## config.mk

```make
export PLATFORM = sky130hd
export DESIGN_NAME = owbMaster
export DESIGN_NICKNAME = d
export VERILOG_FILES = /design/src/rtl/owbPkg.sv /design/src/rtl/owbDatapath.sv /design/src/rtl/owbControl.sv /design/src/rtl/owbMaster.sv
export SDC_FILE = /design/constraint.sdc
export NUM_CORES = 1
export LEC_CHECK = 0
export ABC_AREA = 1
export CAP_MARGIN = 25
export CORE_ASPECT_RATIO = 0.7
export CORE_MARGIN = 2
export CORE_UTILIZATION = 30
export CTS_BUF_LIST = sky130_fd_sc_hd__clkbuf_4
export DETAILED_ROUTE_END_ITERATION = 12
export GPL_TIMING_DRIVEN = 0
export PLACE_DENSITY = 0.51
export REMOVE_ABC_BUFFERS = 1
export SETUP_SLACK_MARGIN = 0.05
export SYNTH_ARGS = -nofsm -noshare
export SYNTH_HDL_FRONTEND = slang
export SYNTH_SLANG_ARGS = --single-unit
```

## constraint.sdc

```tcl
create_clock -name clk -period 4.4 [get_ports clk]
set_input_delay 1.32 -clock clk [delete_from_list [all_inputs] [get_ports clk]]
set_output_delay 1.32 -clock clk [all_outputs]
set_load 0.02 [all_outputs]
```

## src/rtl/owbPkg.sv

```systemverilog
package owbPkg;

  typedef enum logic [1:0] {
    CMD_INIT   = 2'd0,
    CMD_WRITE0 = 2'd1,
    CMD_WRITE1 = 2'd2,
    CMD_READ   = 2'd3
  } owbCmd_t;

  typedef enum logic [1:0] {
    PH_IDLE  = 2'd0,
    PH_SLOT  = 2'd1,
    PH_RECOV = 2'd2
  } owbPhase_t;

  // strobes from control to datapath
  typedef struct packed {
    logic clearAll;      // re-phase prescaler and zero the microsecond count
    logic restartCount;  // zero the microsecond count at a phase change
    logic driveLow;      // next value of the pull-down enable
    logic capture;       // latch the synchronized line into the result
    logic presenceMode;  // capture inverts: low line means present
  } ctlStrobe_t;

endpackage

```

## src/rtl/owbDatapath.sv

```systemverilog
module owbDatapath
  import owbPkg::*;
#(
  parameter int CLK_PER_US = 50,
  parameter int US_W       = 10
) (
  input  logic            clk,
  input  logic            rstN,
  input  ctlStrobe_t      strobe,
  input  logic            busLineIn,
  output logic            tick,
  output logic [US_W-1:0] usCount,
  output logic            resultBit,
  output logic            busDriveLow
);

  localparam int PRE_W = $clog2(CLK_PER_US + 1);
  localparam logic [PRE_W-1:0] PRE_LAST = PRE_W'(CLK_PER_US - 1);

  logic [PRE_W-1:0] preCount;
  logic [1:0]       lineSync;
  logic             resultQ;
  logic             driveQ;

  assign tick = (preCount == PRE_LAST);

  // microsecond prescaler and phase counter
  always_ff @(posedge clk or negedge rstN) begin
    if (!rstN) begin
      preCount <= '0;
      usCount  <= '0;
    end else if (strobe.clearAll) begin
      preCount <= '0;
      usCount  <= '0;
    end else begin
      preCount <= tick ? '0 : preCount + 1'b1;
      if (strobe.restartCount)
        usCount <= '0;
      else if (tick)
        usCount <= usCount + 1'b1;
    end
  end

  // two-flop synchronizer; the idle line is high
  always_ff @(posedge clk or negedge rstN) begin
    if (!rstN) lineSync <= 2'b11;
    else       lineSync <= {lineSync[0], busLineIn};
  end

  always_ff @(posedge clk or negedge rstN) begin
    if (!rstN) begin
      resultQ <= 1'b0;
      driveQ  <= 1'b0;
    end else begin
      driveQ <= strobe.driveLow;
      if (strobe.capture)
        resultQ <= strobe.presenceMode ? ~lineSync[1] : lineSync[1];
    end
  end

  assign resultBit   = resultQ;
  assign busDriveLow = driveQ;

endmodule

```

## src/rtl/owbControl.sv

```systemverilog
module owbControl
  import owbPkg::*;
#(
  parameter int RST_LOW_US     = 480,
  parameter int PRES_SAMPLE_US = 70,
  parameter int RST_HIGH_US    = 480,
  parameter int SLOT_US        = 70,
  parameter int SHORT_LOW_US   = 6,
  parameter int READ_SAMPLE_US = 12,
  parameter int REC_US         = 2,
  parameter int US_W           = 10
) (
  input  logic            clk,
  input  logic            rstN,
  input  logic            cmdValid,
  input  logic [1:0]      cmdCode,
  input  logic            tick,
  input  logic [US_W-1:0] usCount,
  output logic            cmdReady,
  output logic            done,
  output ctlStrobe_t      strobe
);

  localparam logic [US_W-1:0] INIT_LOW   = US_W'(RST_LOW_US);
  localparam logic [US_W-1:0] INIT_SAMP  = US_W'(RST_LOW_US + PRES_SAMPLE_US - 1);
  localparam logic [US_W-1:0] INIT_LAST  = US_W'(RST_LOW_US + RST_HIGH_US - 1);
  localparam logic [US_W-1:0] SLOT_LAST  = US_W'(SLOT_US - 1);
  localparam logic [US_W-1:0] SLOT_FULL  = US_W'(SLOT_US);
  localparam logic [US_W-1:0] SHORT_LOW  = US_W'(SHORT_LOW_US);
  localparam logic [US_W-1:0] READ_SAMP  = US_W'(READ_SAMPLE_US - 1);
  localparam logic [US_W-1:0] REC_LAST   = US_W'(REC_US - 1);

  owbPhase_t phase, phaseNext;
  owbCmd_t   cmdQ;
  logic      doneQ, finish;

  logic [US_W-1:0] lowLen, sampLast, winLast;
  logic            sampleEn;

  // per-command slot shape
  always_comb begin
    unique case (cmdQ)
      CMD_INIT: begin
        lowLen = INIT_LOW;  sampLast = INIT_SAMP; winLast = INIT_LAST; sampleEn = 1'b1;
      end
      CMD_WRITE0: begin
        lowLen = SLOT_FULL; sampLast = '0;        winLast = SLOT_LAST; sampleEn = 1'b0;
      end
      CMD_WRITE1: begin
        lowLen = SHORT_LOW; sampLast = '0;        winLast = SLOT_LAST; sampleEn = 1'b0;
      end
      default: begin
        lowLen = SHORT_LOW; sampLast = READ_SAMP; winLast = SLOT_LAST; sampleEn = 1'b1;
      end
    endcase
  end

  always_comb begin
    strobe    = '0;
    phaseNext = phase;
    finish    = 1'b0;
    unique case (phase)
      PH_IDLE: begin
        if (cmdValid) begin
          strobe.clearAll = 1'b1;
          phaseNext       = PH_SLOT;
        end
      end
      PH_SLOT: begin
        strobe.driveLow     = (usCount < lowLen);
        strobe.capture      = sampleEn && tick && (usCount == sampLast);
        strobe.presenceMode = (cmdQ == CMD_INIT);
        if (tick && usCount == winLast) begin
          strobe.restartCount = 1'b1;
          phaseNext           = PH_RECOV;
        end
      end
      PH_RECOV: begin
        if (tick && usCount == REC_LAST) begin
          finish    = 1'b1;
          phaseNext = PH_IDLE;
        end
      end
      default: phaseNext = PH_IDLE;
    endcase
  end

  always_ff @(posedge clk or negedge rstN) begin
    if (!rstN) begin
      phase <= PH_IDLE;
      cmdQ  <= CMD_INIT;
      doneQ <= 1'b0;
    end else begin
      phase <= phaseNext;
      doneQ <= finish;
      if (phase == PH_IDLE && cmdValid)
        cmdQ <= owbCmd_t'(cmdCode);
    end
  end

  assign cmdReady = (phase == PH_IDLE);
  assign done     = doneQ;

endmodule

```

## src/rtl/owbMaster.sv

```systemverilog
module owbMaster
  import owbPkg::*;
#(
  parameter int CLK_PER_US     = 50,
  parameter int RST_LOW_US     = 480,
  parameter int PRES_SAMPLE_US = 70,
  parameter int RST_HIGH_US    = 480,
  parameter int SLOT_US        = 70,
  parameter int SHORT_LOW_US   = 6,
  parameter int READ_SAMPLE_US = 12,
  parameter int REC_US         = 2
) (
  input  logic       clk,
  input  logic       rstN,
  input  logic       cmdValid,
  input  logic [1:0] cmdCode,
  output logic       cmdReady,
  output logic       done,
  output logic       resultBit,
  output logic       busDriveLow,
  input  logic       busLineIn
);

  localparam int INIT_SPAN = RST_LOW_US + RST_HIGH_US;
  localparam int SPAN_A    = (INIT_SPAN > SLOT_US) ? INIT_SPAN : SLOT_US;
  localparam int SPAN      = (SPAN_A > REC_US) ? SPAN_A : REC_US;
  localparam int US_W      = $clog2(SPAN + 1);

  ctlStrobe_t      strobe;
  logic            tick;
  logic [US_W-1:0] usCount;

  owbControl #(
    .RST_LOW_US(RST_LOW_US), .PRES_SAMPLE_US(PRES_SAMPLE_US),
    .RST_HIGH_US(RST_HIGH_US), .SLOT_US(SLOT_US),
    .SHORT_LOW_US(SHORT_LOW_US), .READ_SAMPLE_US(READ_SAMPLE_US),
    .REC_US(REC_US), .US_W(US_W)
  ) u_ctl (
    .clk(clk), .rstN(rstN), .cmdValid(cmdValid), .cmdCode(cmdCode),
    .tick(tick), .usCount(usCount), .cmdReady(cmdReady), .done(done),
    .strobe(strobe)
  );

  owbDatapath #(
    .CLK_PER_US(CLK_PER_US), .US_W(US_W)
  ) u_dp (
    .clk(clk), .rstN(rstN), .strobe(strobe), .busLineIn(busLineIn),
    .tick(tick), .usCount(usCount), .resultBit(resultBit),
    .busDriveLow(busDriveLow)
  );

endmodule

```

; After elaboration in Yosys (flattened, before gate mapping)
; Cells that the tools add are included.
[word_totals]
register_bits = 25
latchBits = 0
mem_bits_rw = 0
romBits = 0
inputBits = 6
out_inout_bits = 4
wordCells = 53
mem_count = 0
[op_classes]
addsub = 2
n_mul = 0
div = 0
order_cmp = 1
eq_ne = 11
n_shift = 0
mux = 20
n_bitwise = 1
reduce_logical = 10
[ops]
columns = cell, n
row1 = $mux 10, 4
row2 = $eq 10x10->1, 2
row3 = $pmux 10 s2, 1
row4 = $pmux 9 s2, 1
row5 = $mux 6, 2
row6 = $add 10x1->10 const B, 1
row7 = $eq 10x1->1 const B, 1
row8 = $lt 10x9->1, 1
row9 = $mux 1, 7
row10 = $add 6x1->6 const B, 1
row11 = $eq 6x6->1 const B, 1
row12 = $mux 2, 3
row13 = $pmux 2 s3, 1
row14 = $logic_and 1x1->1, 5
row15 = $eq 2x1->1 const B, 2
row16 = $eq 2x2->1 const B, 2
row17 = $logic_not 2->1, 2
row18 = $mux 4, 1
row19 = $ne 2x1->1 const B, 2
row20 = $reduce_and 3->1, 1
row21 = $reduce_bool 3->1, 1
row22 = $ne 2x2->1 const B, 1
row23 = $reduce_or 2->1, 1
row24 = $not 1->1, 1

; Longest topological paths before layout
; Gate-level depths: netlist of the first run.
[logic_depth]
depth_word = 8
mapped_depth = 11
ltp_nobuf = 11

; Modules after synthesis
; From an unflattened synthesis of the first run, not the netlist that was laid out.
[unflattened]
hier_cells = 214
hier_area_um2 = 1612.8
[modules_own_cells]
columns = module, instances, cells_each, area_each_um2, seq_area_each_um2
row1 = owbDatapath, 1, 115, 984.7, 503.0
row2 = owbControl, 1, 99, 628.1, 125.1

; Worst setup path after synthesis of the first run
; Ideal clock, no wire load.
[synth_path]
kind = register -> output
from = reg u_ctl.phase[0]
to = out cmdReady
arrival_time_ns = 0.665
required_time_ns = 3.080
slack_ns = 2.415
path_stages_with_launch = 2
n_path_buf = 0
path_cell_list = dfrtp_1 nor2_2
[synth_via]
elab_chain_cells = 1
[synth_lines]
columns = element, line_no
row1 = start: declaration, owbControl.sv:33  ; owbPhase_t phase, phaseNext;
row2 = start signal: assignment, owbControl.sv:94  ; phase <= phaseNext;
row3 = $logic_not 2->1, owbControl.sv:101  ; assign cmdReady = (phase == PH_IDLE);
row4 = end: declaration, owbMaster.sv:17  ; output logic cmdReady,
; Every way passes these cells.

; Final worst setup path of the first run
; Ends and elaborated chain as after synthesis.

==> results of run 1 <==
## report_power, final
| part | internal (µW) | switching, µW | leakage, µW |
|---|---|---|---|
| sequential | 231 | 0.315 | 0.000308 |
| clock | 34.2 | 74.7 | 0.0000177 |
| combinational | 6.63 | 5.88 | 0.000630 |
## layer usage
metal	wire [µm]	track usage, %
met2	1330	19.4
met5	0	0
met3	182	3.60
met4	10	1.70
met1	1890	19.6
## worst max-delay path by stage
stage | start | endpoint | slack, ns | cells after the start
after floorplan | cmdValid | u_dp.usCount[2]$_DFFE_PN0P_ | 2.40 | 5
after global placement | cmdValid | u_dp.preCount[2]$_DFF_PN0_ | 1.62 | 6
after detailed placement | cmdValid | u_dp.preCount[2]$_DFF_PN0_ | 1.63 | 6
after CTS | u_ctl.phase[0]$_DFFE_PN0P_ | cmdReady | 1.50 | 2
after global routing | u_ctl.phase[0]$_DFFE_PN0P_ | cmdReady | 1.42 | 2
final | u_ctl.phase[0]$_DFFE_PN0P_ | cmdReady | 1.52 | 2
## layout make-up
| cell class | instances | share of cell area (%) |
|---|---|---|
| timing repair buffer | 10 | 6.54 |
| tap | 72 | 5.01 |
| sequential | 25 | 34.9 |
| multi-input combinational | 151 | 45.5 |
| inverter | 31 | 6.47 |
| clock buffer | 3 | 1.25 |
| clock inverter | 1 | 0.278 |
## flip-flops by register name (all words and copies together) (netlist names)
signal,cells
u_dp.lineSync,2
u_ctl.done,1
u_dp.usCount,10
u_ctl.cmdQ,2
u_dp.busDriveLow,1
u_ctl.phase,2
u_dp.resultBit,1
u_dp.preCount,6
## critical path, cell delays in order (launching register included)
cell,delay (ns)
dfrtp_1,0.43
nor2_2,0.17
clkdlybuf4s50_1,0.63
## cells in the mapped netlist, drive strengths merged
cell type,instances
o21a,1
dfrtp,23
xor2,3
ha,14
nor4,1
o21ai,6
nand3,13
nand2,51
nor3,4
xnor2,2
a21oi,8
nor3b,1
dfstp,2
clkbuf,1
inv,31
nand4,7
nor2,40
buf,3
## logic make-up after synthesis
logic type / Yosys count / share of synthesized area, %
compound gates: 15 / 4.87
xor+xnor: 5 / 2.75
buf+inv: 35 / 9.19
fa+ha+maj: 14 / 11.0
simple gates: 117 / 32.8
flops: 25 / 39.4
## stage by stage
step                      std cells  hold slack [ns]
after floorplan                 207            0.345
after global placement          288            0.346
after detailed placement        289            0.350
after CTS                       293            0.371
after global routing            293            0.377
final                           293            0.368
==> impl_metrics.ini, run 1 <==
[floorplan]
fp-row-count = 22
fp.dieW_um = 91.1
dieArea_um2 = 5920
die_h_um = 65.0
core_um2 = 5170
pin_count = 10
start_util_pct = 30.8

[sta]
tightest_slew_ns = 0.573
max_freq_mhz = 347
slew_viol_final = 0
setup_tns_ns = 0
hold_violations = 0
setup_viol = 0
fin_crit_sh_pct = 65.4
worst_slack_ns = 1.52
rsz0062_at_grt = false
fin_skew_ns = 0.00178
slew-limit-headroom_pct = 61.7
fin_crit_ns = 2.88

[clock_network]
cts_buffers = 3
clk_latency_ns = 0.33
clock_sinks = 25
htree_levels = 1
cts_buffer_depth = 2
tritoncts = done
clk_pin_slew_ns = 0.15
cts-hold-fix-buffers = 0
postCtsSetupBuffers = 0
cts_resized = 0
root_buffer = clkbuf_4

[power]
power.total_uw = 353
ir_worst_vdd_uv = 96.9
p_per_area_nw_per_um2 = 196
p_leak_uw = 0.000955

[logic_synthesis]
synth_top_area_share_pct = 36.1
ys_seq_elements = 25
synth_warnings = 0
syn-cell-area_um2 = 1590
yosys.area.top_type = dfrtp_1
yosysSeqAreaShare_pct = 39.4
avgSynthCellArea_um2 = 7.55
ys_top_cells_by_area = dfrtp_1 (36%), nand2_1 (11%), ha_1 (11%)
synthCells = 211
synth_cell_types = 25

[drt]
wl_per_cell_um = 11.6
ant_nets = 0
drt_wl_total_mm = 3.41
drc = 0
vias = 1311
drt_first_pass_iters = 4
viasPerCell = 4.47
first_iter_violations = 81

[worst_hold_path]
hp-class = flip-flop to flip-flop
hold_end = u_dp.lineSync[1]$_DFF_PN1_
hold_depth = 0
min_from = u_dp.lineSync[0]$_DFF_PN1_

[grt]
grt_max_degree = 17
grt_pass1_vias = 1248
grt_antenna_before_repair = 0
grt_first_pass_wirelength_mm = 6.16
grt_usage_pct = 13.2
grt_overflow = 0

[job]
cap_viol_max_count = 0

[finish]
final_area_um2 = 1800
syn_to_final_growth_pct = 12.9
nNetsFinal = 242
final_cell_mix = nand2_1 (48), nor2_1 (38), inv_1 (30), dfrtp_1 (23), ha_1 (14)
fill_cells = 567
ff_latch_area_um2 = 628
post-route-util_pct = 34.7
mostFrequentLayoutCell = nand2_1
drive_gt1_share_pct = 7.24
num_antenna_cells = 0
multiInputGateArea_um2 = 818

[critical_path]
r2r_slack_ns = 2.18
cp.arrival_ns = 1.56
crit_path_max_fanout = 3
r2r.worst_path.cells = 11
crit_path_end_kind = output pin
r2r-start = u_ctl.cmdQ[1]$_DFFE_PN0P_
crit_type = flip-flop to output pin
critPathLaunchType = flip-flop
r2r-end = u_dp.usCount[9]$_DFFE_PN0P_
cp.required_ns = 3.08

[placed_design]
dpl.hpwl_mm = 2.62
placed_area_um2 = 1770
gp_congestion = 0.846
io_buffers = 9
dp_slack_ns = 1.63

[outcome]
status = complete, no violations
Note: power is estimated with default switching activity, not from simulation.
==> inputs of run 2 (changes only) <==
PLACE_DENSITY = 0.53   (was 0.51)
clock period = 2.4 ns   (was 4.4 ns; I/O delays follow)
==> impl_metrics.ini, run 2 (synthesized netlist as in run 1, its figures left out) <==
[finish]
drive_gt1_share_pct = 7.69
final_area_um2 = 1800
nNetsFinal = 242
mostFrequentLayoutCell = nand2_1
num_antenna_cells = 0
largest_register = u_dp.usCount
syn_to_final_growth_pct = 13.2
final_cells = 293
largest_registers = u_dp.usCount x10, u_dp.preCount x6
final_cell_mix = nand2_1 (48), nor2_1 (38), inv_1 (30), dfrtp_1 (23), ha_1 (13)
largest_register_ffs = 10

[sta]
fin_crit_ns = 2.15
setup_viol = 0
fin_skew_ns = 0.00443
max_freq_mhz = 466
slew-limit-headroom_pct = 67.6
whs_ns = 0.369
rsz0062_at_grt = false
hold_violations = 0
fin_crit_sh_pct = 89.4
slew_viol_final = 0
setup_tns_ns = 0
tightest_slew_ns = 0.484

[drt]
drt_wl_total_mm = 3.39
drc = 0
drt_first_pass_iters = 4
ant_nets = 0
vias = 1292
first_iter_violations = 76
wl_per_cell_um = 11.6
viasPerCell = 4.41

[clock_network]
tritoncts = done
clock_sinks = 25
cts-hold-fix-buffers = 0
cts_buffer_depth = 2
clk_latency_ns = 0.32
root_buffer = clkbuf_4
cts_buffers = 3
postCtsSetupBuffers = 0
clk_pin_slew_ns = 0.14
htree_levels = 1

[critical_path]
crit_path_max_fanout = 7
cp.required_ns = 2.63
crit_type = flip-flop to flip-flop
max_stage_delay_ns = 0.43
cp_slowest_cell = dfrtp_1
crit_chain = inv_1, ha_2, inv_2, ha_1, nand2_1, inv_1, nand3_1, nor2_1, nand3_2, nand2_2, nor2_1
r2r-start = u_ctl.cmdQ[0]$_DFFE_PN0P_
crit_path_end_kind = flip-flop
critPathLaunchType = flip-flop
cpLargestDelayFamily = simple AND/OR/NAND/NOR gates
r2r_slack_ns = 0.25
cp.arrival_ns = 2.37
cp_num_buf_inv = 3
startpoint = u_ctl.cmdQ[0]$_DFFE_PN0P_
r2r.worst_path.cells = 11
r2r-end = u_dp.usCount[3]$_DFFE_PN0P_

[placed_design]
dpl.hpwl_mm = 2.59
placed_area_um2 = 1770
dp_cells = 289
io_buffers = 9
gp_congestion = 0.813

[worst_hold_path]
hold_depth = 0
hold_end = u_dp.lineSync[1]$_DFF_PN1_
hp-class = flip-flop to flip-flop
min_from = u_dp.lineSync[0]$_DFF_PN1_

[grt]
grt_antenna_before_repair = 0
grt_overflow = 0
grt_pass1_vias = 1316
grt_max_degree = 19
grt_usage_pct = 13.5
grt_first_pass_wirelength_mm = 6.37

[floorplan]
fp-row-count = 22
dieArea_um2 = 5920
pin_count = 10
start_util_pct = 30.8
fp.dieW_um = 91.1
die_h_um = 65.0
core_um2 = 5170

[power]
ir_worst_vdd_uv = 183
p_leak_uw = 0.000971
p_per_area_nw_per_um2 = 357

[outcome]
status = complete, no violations

[job]
cap_viol_max_count = 0
-- run 2: cell count changes in the layout (fill, tap and decap cells not counted), sizes merged --
cell	delta
clkdlybuf4s50	-1
dlymetal6s2s	+1
-- run 2: area by class of cell --
class | instances | area, µm²
multi-input cells | 151 | 821
well taps | 72 | 90.1
clock buffers | 3 | 22.5
repair buffers | 10 | 120
clock inverters | 1 | 5.00
inverters | 31 | 116
fillers | 581 | 3370
flip-flops and latches | 25 | 628
-- run 2: worst max-delay path by stage --
stage                                             end  depth (start not counted)
final                     u_dp.usCount[3]$_DFFE_PN0P_                         11
after floorplan           u_dp.usCount[6]$_DFFE_PN0P_                         11
after CTS                                    cmdReady                          2
after detailed placement  u_dp.usCount[3]$_DFFE_PN0P_                         11
after global routing      u_dp.usCount[3]$_DFFE_PN0P_                         11
after global placement    u_dp.usCount[3]$_DFFE_PN0P_                         11
-- run 2: routing by layer --
metal  routed length, µm  track usage (%)  up-vias
met4                  16             2.27        0
li1                    -                -      680
met1                1830             20.0      575
met3                 231             3.60        2
met5                   0                0        -
met2                1320             20.0       35
-- run 2: what timing repair did --
item | 4_1_cts | 5_1_grt
endpoints found under the setup margin | 0 | 10
endpoints found under the hold margin | 0 | 0
gates resized for setup | 0 | 2
-- run 2: where the power goes --
group          total (µW)  internal [µW]  switching (µW)
logic                22.8           12.1            10.6
registers             425            424           0.643
clock network         195           62.5             133
total                 643            499             144
-- run 2: metrics by stage --
| step | setup slack, ns | utilization, % | total power, µW |
|---|---|---|---|
| global placement | 0.193 | 33.7 | 451 |
| finish | 0.255 | 34.8 | 643 |
| detailed placement | 0.189 | 34.2 | 457 |
| floorplan | 0.564 | - | 433 |
| global route | 0.0598 | 34.8 | 680 |
| CTS | 0.0976 | 34.7 | 662 |
